File: src/rtl/i2c_dual_tgt.sv
module i2c_dual_tgt #(
  parameter int PW   = 8,
  parameter int SYNC = 2
) (
  input  logic          clk,
  input  logic          rst_n,
  input  logic          scl_i,
  input  logic          sda_i,
  output logic          scl_oe,
  output logic          sda_oe,
  input  logic          ten_bit_mode,
  input  logic [9:0]    own_addr,
  input  logic          loc_rdy,
  output logic          wake,
  output logic [PW-1:0] reg_idx,
  output logic          reg_wr,
  output logic [7:0]    reg_wdata,
  input  logic [7:0]    reg_rdata
);

  typedef enum logic [2:0] {S_IDLE, S_HDR1, S_HDR2, S_PTR, S_WDAT, S_RDAT, S_SKIP} st_t;

  logic [SYNC-1:0] scl_sh, sda_sh;
  logic scl_p, sda_p;
  wire scl_s = scl_sh[SYNC-1];
  wire sda_s = sda_sh[SYNC-1];
  wire scl_rise = scl_s & ~scl_p;
  wire scl_fall = ~scl_s & scl_p;
  wire start_c  = scl_s & scl_p & sda_p & ~sda_s;
  wire stop_c   = scl_s & scl_p & ~sda_p & sda_s;

  st_t st;
  logic [7:0] shreg, txsr;
  logic [3:0] bitcnt;
  logic in_ack, first_rd, pend, ten_sel;
  logic [PW-1:0] ptr;

  wire rsv7 = (own_addr[6:3] == 4'b0000) || (own_addr[6:3] == 4'b1111);
  wire m7   = !ten_bit_mode && !rsv7 && (shreg[7:1] == own_addr[6:0]);
  wire m10h = ten_bit_mode && (shreg[7:3] == 5'b11110) && (shreg[2:1] == own_addr[9:8]);
  wire addressed = (st == S_PTR) || (st == S_WDAT) || (st == S_RDAT);

  assign scl_oe  = pend;
  assign reg_idx = ptr;

  always_ff @(posedge clk or negedge rst_n) begin
    if (!rst_n) begin
      scl_sh <= '1; sda_sh <= '1; scl_p <= 1'b1; sda_p <= 1'b1;
    end else begin
      scl_sh <= {scl_sh[SYNC-2:0], scl_i};
      sda_sh <= {sda_sh[SYNC-2:0], sda_i};
      scl_p  <= scl_s;
      sda_p  <= sda_s;
    end
  end

  always_ff @(posedge clk or negedge rst_n) begin
    if (!rst_n) begin
      st <= S_IDLE; shreg <= '0; txsr <= '0; bitcnt <= '0;
      in_ack <= 1'b0; first_rd <= 1'b0; pend <= 1'b0; ten_sel <= 1'b0;
      ptr <= '0; sda_oe <= 1'b0; wake <= 1'b0; reg_wr <= 1'b0; reg_wdata <= '0;
    end else begin
      wake   <= 1'b0;
      reg_wr <= 1'b0;
      if (reg_wr) ptr <= PW'(ptr + 1'b1);
      if (start_c) begin
        st <= S_HDR1; bitcnt <= '0; in_ack <= 1'b0; sda_oe <= 1'b0;
        pend <= 1'b0; first_rd <= 1'b0;
      end else if (stop_c) begin
        st <= S_IDLE; ten_sel <= 1'b0; bitcnt <= '0; in_ack <= 1'b0;
        sda_oe <= 1'b0; pend <= 1'b0;
      end else if (st != S_IDLE) begin
        if (pend && loc_rdy) begin
          pend <= 1'b0;
          if (st == S_RDAT) begin
            txsr   <= reg_rdata;
            sda_oe <= ~reg_rdata[7];
          end
        end
        if (scl_rise) begin
          if (!in_ack) begin
            shreg  <= {shreg[6:0], sda_s};
            bitcnt <= 4'(bitcnt + 1'b1);
          end else if (st == S_RDAT && !first_rd) begin
            ptr <= PW'(ptr + 1'b1);
            if (sda_s) st <= S_SKIP;
          end
        end
        if (scl_fall) begin
          if (in_ack) begin
            in_ack <= 1'b0; bitcnt <= '0; sda_oe <= 1'b0; first_rd <= 1'b0;
            if (addressed) pend <= 1'b1;
          end else if (bitcnt == 4'd8) begin
            in_ack <= 1'b1;
            sda_oe <= 1'b0;
            case (st)
              S_HDR1: begin
                if (m7) begin
                  sda_oe <= 1'b1; wake <= 1'b1;
                  if (shreg[0]) begin st <= S_RDAT; first_rd <= 1'b1; end
                  else st <= S_PTR;
                end else if (m10h && !shreg[0]) begin
                  sda_oe <= 1'b1; st <= S_HDR2;
                end else if (m10h && ten_sel) begin
                  sda_oe <= 1'b1; wake <= 1'b1; st <= S_RDAT; first_rd <= 1'b1;
                end else begin
                  st <= S_SKIP; ten_sel <= 1'b0;
                end
              end
              S_HDR2: begin
                if (shreg == own_addr[7:0]) begin
                  sda_oe <= 1'b1; wake <= 1'b1; ten_sel <= 1'b1; st <= S_PTR;
                end else begin
                  st <= S_SKIP; ten_sel <= 1'b0;
                end
              end
              S_PTR: begin
                ptr <= PW'(shreg); sda_oe <= 1'b1; st <= S_WDAT;
              end
              S_WDAT: begin
                reg_wr <= 1'b1; reg_wdata <= shreg; sda_oe <= 1'b1;
              end
              default: ;
            endcase
          end else if (st == S_RDAT && bitcnt != 4'd0) begin
            sda_oe <= ~txsr[3'(4'd7 - bitcnt)];
          end
        end
      end
    end
  end

  p_oe_idle_r1: assert property (@(posedge clk) disable iff (!rst_n)
    (st == S_IDLE) |-> (!sda_oe && !scl_oe));
  p_sda_clk_low_r1: assert property (@(posedge clk) disable iff (!rst_n)
    !$stable(sda_oe) |-> !scl_s);
  p_skip_quiet_r10: assert property (@(posedge clk) disable iff (!rst_n)
    (st == S_SKIP) |-> !sda_oe);
  p_rsv_nomatch_r4: assert property (@(posedge clk) disable iff (!rst_n)
    wake |-> (ten_bit_mode || !rsv7));
  p_wake_pulse_r12: assert property (@(posedge clk) disable iff (!rst_n)
    wake |=> !wake);
  p_wr_pulse_r8: assert property (@(posedge clk) disable iff (!rst_n)
    reg_wr |=> !reg_wr);
  p_hold_r11: assert property (@(posedge clk) disable iff (!rst_n)
    (scl_oe && !loc_rdy) |=> scl_oe);

endmodule

File: config.mk
export PLATFORM = sky130hd
export DESIGN_NAME = i2c_dual_tgt
export DESIGN_NICKNAME = d
export VERILOG_FILES = /design/src/rtl/i2c_dual_tgt.sv
export SDC_FILE = /design/constraint.sdc
export NUM_CORES = 1
export LEC_CHECK = 0
export ABC_AREA = 1
export BUFFER_PORTS_ARGS = -buffer_cell sky130_fd_sc_hd__buf_4
export CAP_MARGIN = 20
export CORE_MARGIN = 2
export CORE_UTILIZATION = 35
export DETAILED_ROUTE_END_ITERATION = 8
export PLACE_DENSITY = 0.53
export SETUP_SLACK_MARGIN = 0.1
export SLEW_MARGIN = 20
export SYNTH_ARGS = -nofsm -noshare
export SYNTH_HDL_FRONTEND = slang
export SYNTH_SLANG_ARGS = --single-unit
File: constraint.sdc
create_clock -name clk -period 1.6 [get_ports clk]
set_clock_uncertainty 0.05 [all_clocks]
set_input_delay 0.32 -clock clk [delete_from_list [all_inputs] [get_ports clk]]
set_output_delay 0.32 -clock clk [all_outputs]
set_load 0.02 [all_outputs]
==> summary.md, run 1 <==
| Metric | Value |
|---|---|
| Outcome | finished with violations |
| Violated checks | negative setup slack |
| Synthesized Nets | around 430 |
| Warning count from the yosys run | 0 |
| Die Outline Area | 9570 µm² |
| Starting density of the core | 35.7% |
| Initial antenna violation count | 0 |
| Reg area | 1320 µm² |
| Initial drt markers | 151 |
| Crit path setup slack, layout | -30.8 ps |
| Required arrival time at the worst endpoint | 1820 ps |
| Final slew viol count | 0 |
| Worst vdd ir | between 300 and 400 µV |
| Sum of net half-perimeters after detailed placement | 6570 µm |
| Number of detailed-route iterations in the first pass | 4 |
| RSZ-0062 raised after global routing | yes |
| Final-layout fill cell count | 813 |
| Setup TNS after final layout | -82.4 ps |
| Leak Pwr | 2.25 nW |
| Setup crit start kind | flop |
| Cell Rows | 34 |
| Clock transition at the registers of the reported paths | 110 ps |
| Drt wl/cell | 14.2 µm |
| Kind of end point of the critical path | flop |
| Post-synth ARST share | 100% |
| Synth Instances | 406 |
| Post-Place Cells | just over 600 |
| Core Footprint | 8640 µm² |
| Vias in the first global route | 2979 |
| Path type of the worst min-delay path | in -> reg |
| Non-filler instance count after layout | between 600 and 700 |
| Count of max-cap constraint violations | 0 |
| Biggest area consumer among synthesized cells | sky130_fd_sc_hd__dfrtp_1 |
| Overall routing resource usage | 18.7% |
| Final number of hold-violating endpoints | 0 |
| I/O Pins | 44 |
| Final Net Count | 556 |
| Area of combinational cells with multiple inputs | 1980 µm² |
| Max Fanout on Critical Path | 9 |
| Worst setup path category | reg -> reg |
| Clock tree root driver cell | sky130_fd_sc_hd__clkbuf_8 |
| Stage delay of the slowest cell on the critical path | 580 ps |
| Pin count of the biggest net entering global routing | 26 |
| Sum of overflow across all layers after global routing | 0 |
| Antenna diode instance count | 0 |
| Cell area after layout | around 4700 µm² |
| Place WS | -48.2 ps |
| Number of enable flip-flop cells after synthesis | 0 |
| Clock buffer depth | 2 |
| Number of clock sinks seen by CTS | 52 |
| Clock tree from TritonCTS | built |
| List of cells traversed by the critical path | nand2_2 -> nor3_4 -> inv_2 -> nand2_4 -> nor2_4 -> buf_12 -> or2_0 -> nand2_1 |
| Synth Register Bits | 52 |
| Layout cell share with drive strength beyond 1 | between 40% and 50% |
| Worst-skew pair later-pin latency | 320 ps |
| Max_slew headroom | 82.1% |
| Cell types occupying the most area after synthesis | sky130_fd_sc_hd__dfrtp_1, sky130_fd_sc_hd__nand2_1, sky130_fd_sc_hd__o21ai_0 |
| Standard cell area after detailed placement | 4020 µm² |
| Via density per instance | around 5 |
| Number of DRC violations after detailed routing | 0 |
| Worst path slowest cell | sky130_fd_sc_hd__dfstp_2 |
| Reg-to-reg startpoint | scl_p |
| Post-synthesis cell type count | 39 |
| Period Utilization, post-route | 102% |
| Area growth from synthesis to layout | 53.1% |
| Total via count in the routed design | 3113 |
| Synthesized area | 3080 µm² |
| Fraction of post-synthesis cell area in the top cell type by area | approximately 37% |
| Num CTS Buffers | 5 |
| Post-layout min period | 1630 ps |
| Actual slew at the worst max-slew pin | around 270 ps |
| Final RePlAce weighted congestion | 0.863 |
| Min-delay src | scl_i |
| Setup crit start | scl_p |
| Post-synth top flop | sky130_fd_sc_hd__dfrtp_1 |
| Avg Cell Area, Syn | 7.59 µm² |
| Sequential fraction of the synthesis area | 42.5% |
| Total Wirelength | 9070 µm |
| Die height | 97.8 µm |
| Finish-stage setup viols | 11 |
| Post-route ant nets | 0 |
| H-Tree Depth | 2 |
| Cell Pwr Density | 811 nW/µm² |
| Wire length of the first global-routing pass | 14600 µm |
| Number of port buffers | 43 |
| Peak Freq | a little over 600 MHz |
| Die boundary width | 97.8 µm |
| CP arrival | 1850 ps |
[cells in the mapped netlist (all sizes together) (5+ instances only)]
library cell	n
nand2	107
dfrtp	46
inv	45
o21ai	42
nor2	41
nand3	36
a21oi	15
xor2	11
nand4	8
mux2	7
dfstp	6
buf	5
o22ai	5
xnor2	5
[area by class of cell]
cell class / count / area share [%]
Timing Repair Buffer: 122 / 21.0
Inverter: 47 / 4.03
Multi-Input combinational cell: 301 / 42.0
Clock inverter: 2 / 0.371
Sequential cell: 52 / 28.0
Tap cell: 108 / 2.86
Clock buffer: 6 / 1.75
[layout by cell type (no fill, tap or decap), drive strengths merged, types with 4 or more instances in the layout]
cell type    n
nor3         4
dfrtp       46
buf        121
xnor2        5
nor2        41
clkbuf       6
nand2      107
nand4        8
xor2        11
o211ai       4
nand3       36
o21ai       42
dfstp        6
o22ai        5
inv         47
mux2         7
a21oi       15
[where the power goes]
group	total (mW)	internal [mW]	switching, mW
clock network	0.856	0.364	0.492
registers	1.61	1.45	0.162
logic	1.36	0.642	0.722
total	3.83	2.45	1.38
[worst paths after layout]
check                          endpoint  slack, ps  depth (start not counted)
setup / recovery             reg_idx[7]        -30                          8
hold / removal                scl_sh[0]         40                          1
setup reg to reg             reg_idx[7]        -30                          8
hold reg to reg               sda_sh[1]        310                          0
max in group asynchronous      shreg[7]        660                          3
min in group asynchronous  reg_wdata[5]        360                          2
[cells by family after synthesis]
group,share of synthesized area [%]
compound gates,13.5
buf+inv,6.94
mux,3.53
fa+ha+maj,1.22
simple gates,27.8
flops,42.5
xor+xnor,4.55
[layer usage]
metal,track usage (%),up-vias,wire (µm)
met5,0,-,0
met4,5.66,0,146
met3,2.86,11,342
met2,30.7,68,4450
met1,25.6,1452,4140
li1,-,1582,-
[critical path: cells and delay by family, from the launching register on]
family	cells	cell delay (ps)
flip-flops	1	580
AND/OR/NAND/NOR	6	700
buffers and inverters	2	240
[what timing repair did]
action | 4_1_cts | 5_1_grt
hold buffers | 1 | 0
hold endpoints to repair | 15 | 0
gates cloned | 1 | 0
resized for setup | 69 | 89
pin swaps | 17 | 25
endpoints found under the setup margin | 41 | 43
setup buffers | 11 | 7
[flip-flops by register name, indices dropped and copies added (netlist names), 2 cells and up]
| register | cells |
|---|---|
| reg_idx | 8 |
| reg_wdata | 8 |
| shreg | 8 |
| txsr | 8 |
| bitcnt | 4 |
| st | 3 |
| scl_sh | 2 |
| sda_sh | 2 |
[per-stage QoR]
stage               hold slack (ps)  util (%)  power, mW
finish                         44.8      54.6       3.83
global route                   30.9      54.6       4.06
global placement                166      46.5       2.76
CTS                            36.3      51.1       3.69
detailed placement              167      46.5       2.77
floorplan                     -25.6         -       2.18
No activity file was read; power rests on OpenSTA's default activity.
==> inputs of run 2 (changes only) <==
--- a/config.mk
+++ b/config.mk
@@ -6,12 +6,13 @@
 export NUM_CORES = 1
 export LEC_CHECK = 0
 export ABC_AREA = 1
+export ABC_CLOCK_PERIOD_IN_PS = 1790
 export BUFFER_PORTS_ARGS = -buffer_cell sky130_fd_sc_hd__buf_4
 export CAP_MARGIN = 20
 export CORE_MARGIN = 2
 export CORE_UTILIZATION = 35
 export DETAILED_ROUTE_END_ITERATION = 8
-export PLACE_DENSITY = 0.53
+export PLACE_DENSITY = 0.51
 export SETUP_SLACK_MARGIN = 0.1
 export SLEW_MARGIN = 20
 export SYNTH_ARGS = -nofsm -noshare
==> constraint.sdc (replaced) <==
create_clock -name clk -period 1.79 [get_ports clk]
set_clock_uncertainty 0.05 [all_clocks]
set_input_delay 0.358 -clock clk [delete_from_list [all_inputs] [get_ports clk]]
set_output_delay 0.358 -clock clk [all_outputs]
set_load 0.02 [all_outputs]
==> run 2 against run 1 <==
- the run now ends clean
- critical path type unchanged
- die area unchanged
- cell area down 10%
- largest power group unchanged
- sequential cell count unchanged
- critical path depth up 2
- cell count down 5.3%
- maximum frequency down 2.1%
- first-iteration DRC count up 16%
- non-clock buffer count down 34
- critical endpoint is now first_rd
- count of clock-buffer cells in the layout unchanged
==> summary.md, run 2 (same netlist as run 1, synthesis figures left out) <==
| Metric | Value |
|---|---|
| Finish-stage setup viols | 0 (-11) |
| Number of DRC violations after detailed routing | 0 (unchanged) |
| Worst R2R Setup Slack | 120 ps (+160 ps) |
| Cell area after layout | 4220 µm² (-10%) |
| Standard cell area after detailed placement | 3740 µm² (-6.8%) |
| Path type of the worst min-delay path | in -> async |
| I/O Pins | 44 (unchanged) |
| Post-route ant nets | 0 (unchanged) |
| Outcome | finished, final reports clean |
| Worst setup path category | reg -> reg |
| Worst vdd ir | 442 µV (+36%) |
| Reg area | 1320 µm² (about the same) |
| Total Wirelength | 8670 µm (-4.5%) |
| Number of detailed-route iterations in the first pass | 4 (unchanged) |
| Most common library cell in the layout ignoring fill and taps | sky130_fd_sc_hd__nand2_1 |
| Final RePlAce weighted congestion | 0.851 (-1.4%) |
| Vias in the first global route | 2758 (-7.4%) |
| Total via count in the routed design | 3004 (-3.5%) |
| Peak Freq | 600 MHz (-2.1%) |
| Die height | 97.8 µm (unchanged) |
| Max_slew headroom | 54.8% (-27 points) |
| Count of max-cap constraint violations | 0 (unchanged) |
| Die Outline Area | 9570 µm² (unchanged) |
| Initial drt markers | 175 (+16%) |
| Drt wl/cell | 14.4 µm (+0.93%) |
| Leak Pwr | 2.01 nW (-11%) |
| Actual slew at the worst max-slew pin | 678 ps (+410 ps) |
| Via density per instance | 4.97 (+1.9%) |
| Period Utilization, post-route | 93.0% (-8.9 points) |
| Final-layout fill cell count | 863 (+6.2%) |
| Sum of overflow across all layers after global routing | 0 (unchanged) |
| Final number of hold-violating endpoints | 0 (unchanged) |
| Number of buffers inserted for hold repair after clock tree synthesis | 0 (-1) |
| Clock tree root driver cell | sky130_fd_sc_hd__clkbuf_8 |
| RSZ-0062 raised after global routing | yes |
| Layout cell share with drive strength beyond 1 | 37.3% (-11 points) |
| Number of port buffers | 43 (unchanged) |
| Most frequent cells in the layout | sky130_fd_sc_hd__nand2_1, sky130_fd_sc_hd__buf_4, sky130_fd_sc_hd__dfrtp_1 |
| Die boundary width | 97.8 µm (unchanged) |
| CP arrival | 1850 ps (about the same) |
| Num CTS Buffers | 5 (unchanged) |
| Area growth from synthesis to layout | 37.1% |
| Area of combinational cells with multiple inputs | 1780 µm² (-10%) |
| H-Tree Depth | 2 (unchanged) |
| Setup crit start kind | flop |
| Post-layout min period | 1670 ps (+34.5 ps) |
| Kind of end point of the critical path | flop |
| Starting density of the core | 35.7% (unchanged) |
| Cell Rows | 34 (unchanged) |
| Clock buffer depth | 2 (unchanged) |
| Clock tree from TritonCTS | built |
| Worst-skew pair later-pin latency | 310 ps (about the same) |
| Core Footprint | 8640 µm² (unchanged) |
| Initial antenna violation count | 0 (unchanged) |
| Final Net Count | 522 (-6.1%) |
| Antenna diode instance count | 0 (unchanged) |
| Required arrival time at the worst endpoint | 1970 ps (+150 ps) |
| Overall routing resource usage | 17.6% (-1.1 points) |
| Total Power | 3.41 mW (-11%) |
| Max Fanout on Critical Path | 3 (-6) |
| Sum of net half-perimeters after detailed placement | 6310 µm (-3.9%) |
| Wire length of the first global-routing pass | 13700 µm (-6.2%) |
| Clock transition at the registers of the reported paths | 100 ps (about the same) |
| Setup TNS after final layout | 0 ps (+82.4 ps) |
| Cell Pwr Density | 806 nW/µm² (-0.62%) |
| Pin count of the biggest net entering global routing | 53 (+100%) |
| Final slew viol count | 0 (unchanged) |
| Number of clock sinks seen by CTS | 52 (unchanged) |
-- run 2: cell types whose count changed in the layout (fill, tap and decap cells not counted), sizes merged --
| cell | delta |
|---|---|
| inv | -3 |
| bufinv | +1 |
| clkinv | +1 |
| dlygate4sd3 | -1 |
| clkinvlp | +1 |
| buf | -33 |
-- run 2: area by class of cell --
cell class | instances | area share [%]
Multi-Input combinational cell | 301 | 42.2
Timing Repair Buffer | 88 | 16.0
Tap cell | 108 | 3.20
Clock inverter | 2 | 0.918
Sequential cell | 52 | 31.3
Inverter | 47 | 4.47
Clock buffer | 6 | 1.95
-- run 2: power by group --
group          switching (mW)  internal (mW)  leakage [nW]
Sequential              0.135           1.29         0.673
Clock                   0.415          0.458        0.0614
Combinational           0.635          0.469          1.27
-- run 2: final timing paths --
path | from | to | cells past startpoint
max | shreg[2] | first_rd | 10
min | rst_n | reg_wdata[2] | 1
max reg2reg | shreg[2] | first_rd | 10
min reg2reg | scl_sh[0] | scl_sh[1] | 0
max in group asynchronous | rst_n | reg_idx[1] | 1
min in group clk | scl_i | scl_sh[0] | 1
-- run 2: timing repair --
item | CTS | global route
setup buffers | 0 | 17
gates resized for setup | 8 | 70
pin swaps | 0 | 20
endpoints found under the setup margin | 19 | 28
gates cloned | 0 | 0
-- run 2: critical path: stages (launching register included) --
cell and delay, ps:
sky130_fd_sc_hd__dfrtp_2 450, sky130_fd_sc_hd__buf_6 140, sky130_fd_sc_hd__nand2_1 80, sky130_fd_sc_hd__nand2_1 60, sky130_fd_sc_hd__nor2b_1 180, sky130_fd_sc_hd__nand3_2 120, sky130_fd_sc_hd__o21ai_2 200, sky130_fd_sc_hd__nand3_1 90
sky130_fd_sc_hd__nor2_1 110, sky130_fd_sc_hd__nor2_1 40, sky130_fd_sc_hd__nor2_1 80
-- run 2: routing by layer --
layer / up-vias / track usage [%] / routed length (µm)
met5: - / 0 / 0
met1: 1407 / 25.1 / 4110
li1: 1516 / - / -
met4: 0 / 4.27 / 159
met2: 71 / 28.3 / 4100
met3: 10 / 2.65 / 299
-- run 2: metrics by stage --
step	instances	hold WS (ps)	setup slack [ps]	utilization, %
6_report	604	31.0	125	48.9
4_1_cts	587	55.7	38.2	45.1
2_1_floorplan	406	12.4	94.2	-
5_1_grt	604	62.0	-28.0	48.9
3_3_place_gp	579	296	-122	43.3
3_5_place_dp	579	297	-54.0	43.3
==> inputs of run 3 (changes only) <==
--- a/config.mk
+++ b/config.mk
@@ -12,7 +12,7 @@
 export CORE_MARGIN = 2
 export CORE_UTILIZATION = 35
 export DETAILED_ROUTE_END_ITERATION = 8
-export PLACE_DENSITY = 0.51
+export PLACE_DENSITY_LB_ADDON = 0.3
 export SETUP_SLACK_MARGIN = 0.1
 export SLEW_MARGIN = 20
 export SYNTH_ARGS = -nofsm -noshare
==> run 3 against run 2 <==
- combinational power shrank 6%
- count of clock-buffer cells in the layout shrank 1
- power shrank 3.8%
- clock power shrank 5.5%
- via count shrank 0.93%
- utilization shrank 0.85 points
- hold slack lost 5.0 ps
- global-route usage shrank 0.46 points
- cell count shrank 1.5%
==> summary.md, run 3 (same netlist as run 1, synthesis figures left out) <==
| Metric | Value |
|---|---|
| Outcome | finished, final reports clean |
| Final number of hold-violating endpoints | 0 (unchanged) |
| Worst R2R Setup Slack | 110 ps (about the same) |
| Met2 Use GR | 27.3% (-0.95 points) |
| Non-filler instance count after layout | 595 (-1.5%) |
| Wire length of the first global-routing pass | 13500 µm (-1.6%) |
| Finish-stage setup viols | 0 (unchanged) |
| Area growth from synthesis to layout | 34.7% |
| Number of detailed-route iterations in the first pass | 4 (unchanged) |
| Total Wirelength | 8320 µm (-4.1%) |
| Cell family with the largest share of critical-path delay | flip-flops |
| Reg-to-reg startpoint | scl_p |
| Final RePlAce weighted congestion | 0.900 (+5.7%) |
| Peak Freq | 596 MHz (-0.76%) |
| Final slew viol count | 0 (unchanged) |
| Overall routing resource usage | 17.1% (-0.46 points) |
| H-Tree Depth | 2 (unchanged) |
| RR Endpoint | txsr[5] |
| Kind of end point of the critical path | flop |
| Worst path slowest cell | sky130_fd_sc_hd__dfstp_2 |
| Actual slew at the worst max-slew pin | 671 ps (-7.03 ps) |
| Final Net Count | 513 (-1.7%) |
| Sum of overflow across all layers after global routing | 0 (unchanged) |
| Path type of the worst min-delay path | in -> async |
| Crit path setup slack, layout | 112 ps (-12.7 ps) |
| Total via count in the routed design | 2976 (-0.93%) |
| Final-layout fill cell count | 821 (-4.9%) |
| Starting density of the core | 35.7% (unchanged) |
| Worst Reg2Reg Path Length in Cells | 4 (-6) |
| Place WS | -47.5 ps (+6.47 ps) |
| Number of DRC violations after detailed routing | 0 (unchanged) |
| Met3 layer usage reported by global route | 2.72% (+0.072 points) |
| Clock transition at the registers of the reported paths | 100 ps (about the same) |
| Grt peak-use layer | met2 |
| Setup crit start | scl_p |
| Clock tree from TritonCTS | built |
| Num CTS Buffers | 5 (unchanged) |
| Post-Place Cells | 573 (-1.0%) |
| Number of buffers and inverters on the critical path | 1 (unchanged) |
| Core Footprint | 8640 µm² (unchanged) |
| Die Outline Area | 9570 µm² (unchanged) |
| Count of max-cap constraint violations | 0 (unchanged) |
| Cell Pwr Density | 790 nW/µm² (-2.0%) |
| Via density per instance | 5.00 (+0.57%) |
| Number of clock sinks seen by CTS | 52 (unchanged) |
| Period Utilization, post-route | 93.7% (+0.71 points) |
| Setup crit start kind | flop |
| List of cells traversed by the critical path | nand4_1 -> buf_6 -> nand3_4 -> mux2_4 |
| Number of buffers inserted for hold repair after clock tree synthesis | 0 (unchanged) |
| Post-route ant nets | 0 (unchanged) |
| Leak Pwr | 1.99 nW (-0.89%) |
| Die boundary width | 97.8 µm (unchanged) |
| Vias in the first global route | 2800 (+1.5%) |
| Die height | 97.8 µm (unchanged) |
| Global routing met1 resource utilization | 24.7% (-0.39 points) |
| Post-layout min period | 1680 ps (+12.7 ps) |
| Worst setup path category | reg -> reg |
| Worst-skew pair later-pin latency | 310 ps (about the same) |
| Clock tree root driver cell | sky130_fd_sc_hd__clkbuf_8 |
| Initial drt markers | 127 (-27%) |
| Max Fanout on Critical Path | 8 (+5) |
| Stage delay of the slowest cell on the critical path | 600 ps (+150 ps) |
| Pin count of the biggest net entering global routing | 53 (unchanged) |
| Number of port buffers | 43 (unchanged) |
| RSZ-0062 raised after global routing | yes |
| Most common library cell in the layout ignoring fill and taps | sky130_fd_sc_hd__nand2_1 |
| Layout cell share with drive strength beyond 1 | 33.7% (-3.6 points) |
| Max_slew headroom | 55.3% (+0.47 points) |
| Clock buffer depth | 2 (unchanged) |
| Drt wl/cell | 14.0 µm (-2.6%) |
| Initial antenna violation count | 0 (unchanged) |
| Cell Rows | 34 (unchanged) |
| Antenna diode instance count | 0 (unchanged) |
| CP arrival | 1830 ps (-20 ps) |
| Most frequent cells in the layout | sky130_fd_sc_hd__nand2_1, sky130_fd_sc_hd__buf_4, sky130_fd_sc_hd__dfrtp_1 |
| Worst vdd ir | 439 µV (-0.50%) |
| Total Power | 3.28 mW (-3.8%) |
| Sum of net half-perimeters after detailed placement | 6020 µm (-4.6%) |
| I/O Pins | 44 (unchanged) |
| Required arrival time at the worst endpoint | 1940 ps (-30 ps) |
[run 3: changes by cell type in the layout (fill, tap and decap cells not counted), moves of 5 or more]
cell                      change
sky130_fd_sc_hd__buf_4       -11
sky130_fd_sc_hd__mux2_2       -7
sky130_fd_sc_hd__mux2_4       +7
sky130_fd_sc_hd__nand3_1      +6
sky130_fd_sc_hd__dfrtp_1      +5
sky130_fd_sc_hd__dfrtp_2      -5
sky130_fd_sc_hd__nand3_2      -5
[run 3: power by group]
part / leakage (nW) / switching, mW / internal (mW) / total (mW)
sequential: 0.680 / 0.139 / 1.29 / 1.43
clock: 0.0541 / 0.410 / 0.414 / 0.825
combinational: 1.25 / 0.578 / 0.448 / 1.03
total: 1.99 / 1.13 / 2.15 / 3.28
[run 3: how the worst max path moves through the flow]
stage | endpoint | slack (ps) | cells after the start
after global routing | reg_idx[1] | 20 | 11
after detailed placement | sda_oe | -50 | 12
after floorplan | reg_idx[1] | 90 | 12
after CTS | sda_oe | 90 | 12
after global placement | sda_oe | -50 | 12
final | txsr[5] | 110 | 4
[run 3: worst reg2reg max path, cell delays in order, from the launching register on]
cell and delay [ps]:
sky130_fd_sc_hd__dfstp_2 600, sky130_fd_sc_hd__nand4_1 220, sky130_fd_sc_hd__buf_6 200, sky130_fd_sc_hd__nand3_4 170
sky130_fd_sc_hd__mux2_4 330
[run 3: repair_timing]
| item | 4_1_cts | 5_1_grt |
|---|---|---|
| cloned | 0 | 1 |
| setup endpoints to repair | 13 | 40 |
| resized for setup | 5 | 68 |
| buffers inserted | 0 | 13 |
| pin swaps | 0 | 19 |
[run 3: per-stage QoR]
| step | hold slack, ps | area, µm² | utilization [%] | TNS (ps) |
|---|---|---|---|---|
| after global placement | 299 | 3700 | 42.8 | -54.0 |
| after floorplan | 12.4 | 3110 | - | 0 |
| after detailed placement | 304 | 3700 | 42.8 | -47.5 |
| after CTS | 57.0 | 3830 | 44.3 | 0 |
| after global routing | 73.2 | 4150 | 48.1 | 0 |
| final | 25.9 | 4150 | 48.1 | 0 |
[run 3: layout make-up]
class                   instances  area [µm²]  share of cell area, %
clock inverters                 3        42.5                   1.03
flip-flops and latches         52        1310                   31.7
well taps                     108         135                   3.26
multi-input cells             301        1790                   43.1
repair buffers                 79         616                   14.8
inverters                      47         188                   4.52
clock buffers                   5        68.8                   1.66
[run 3: routing by layer]
metal	vias up	wire (µm)
li1	1493	-
met1	1414	3970
met2	55	3880
met3	14	312
met4	0	153
met5	-	0
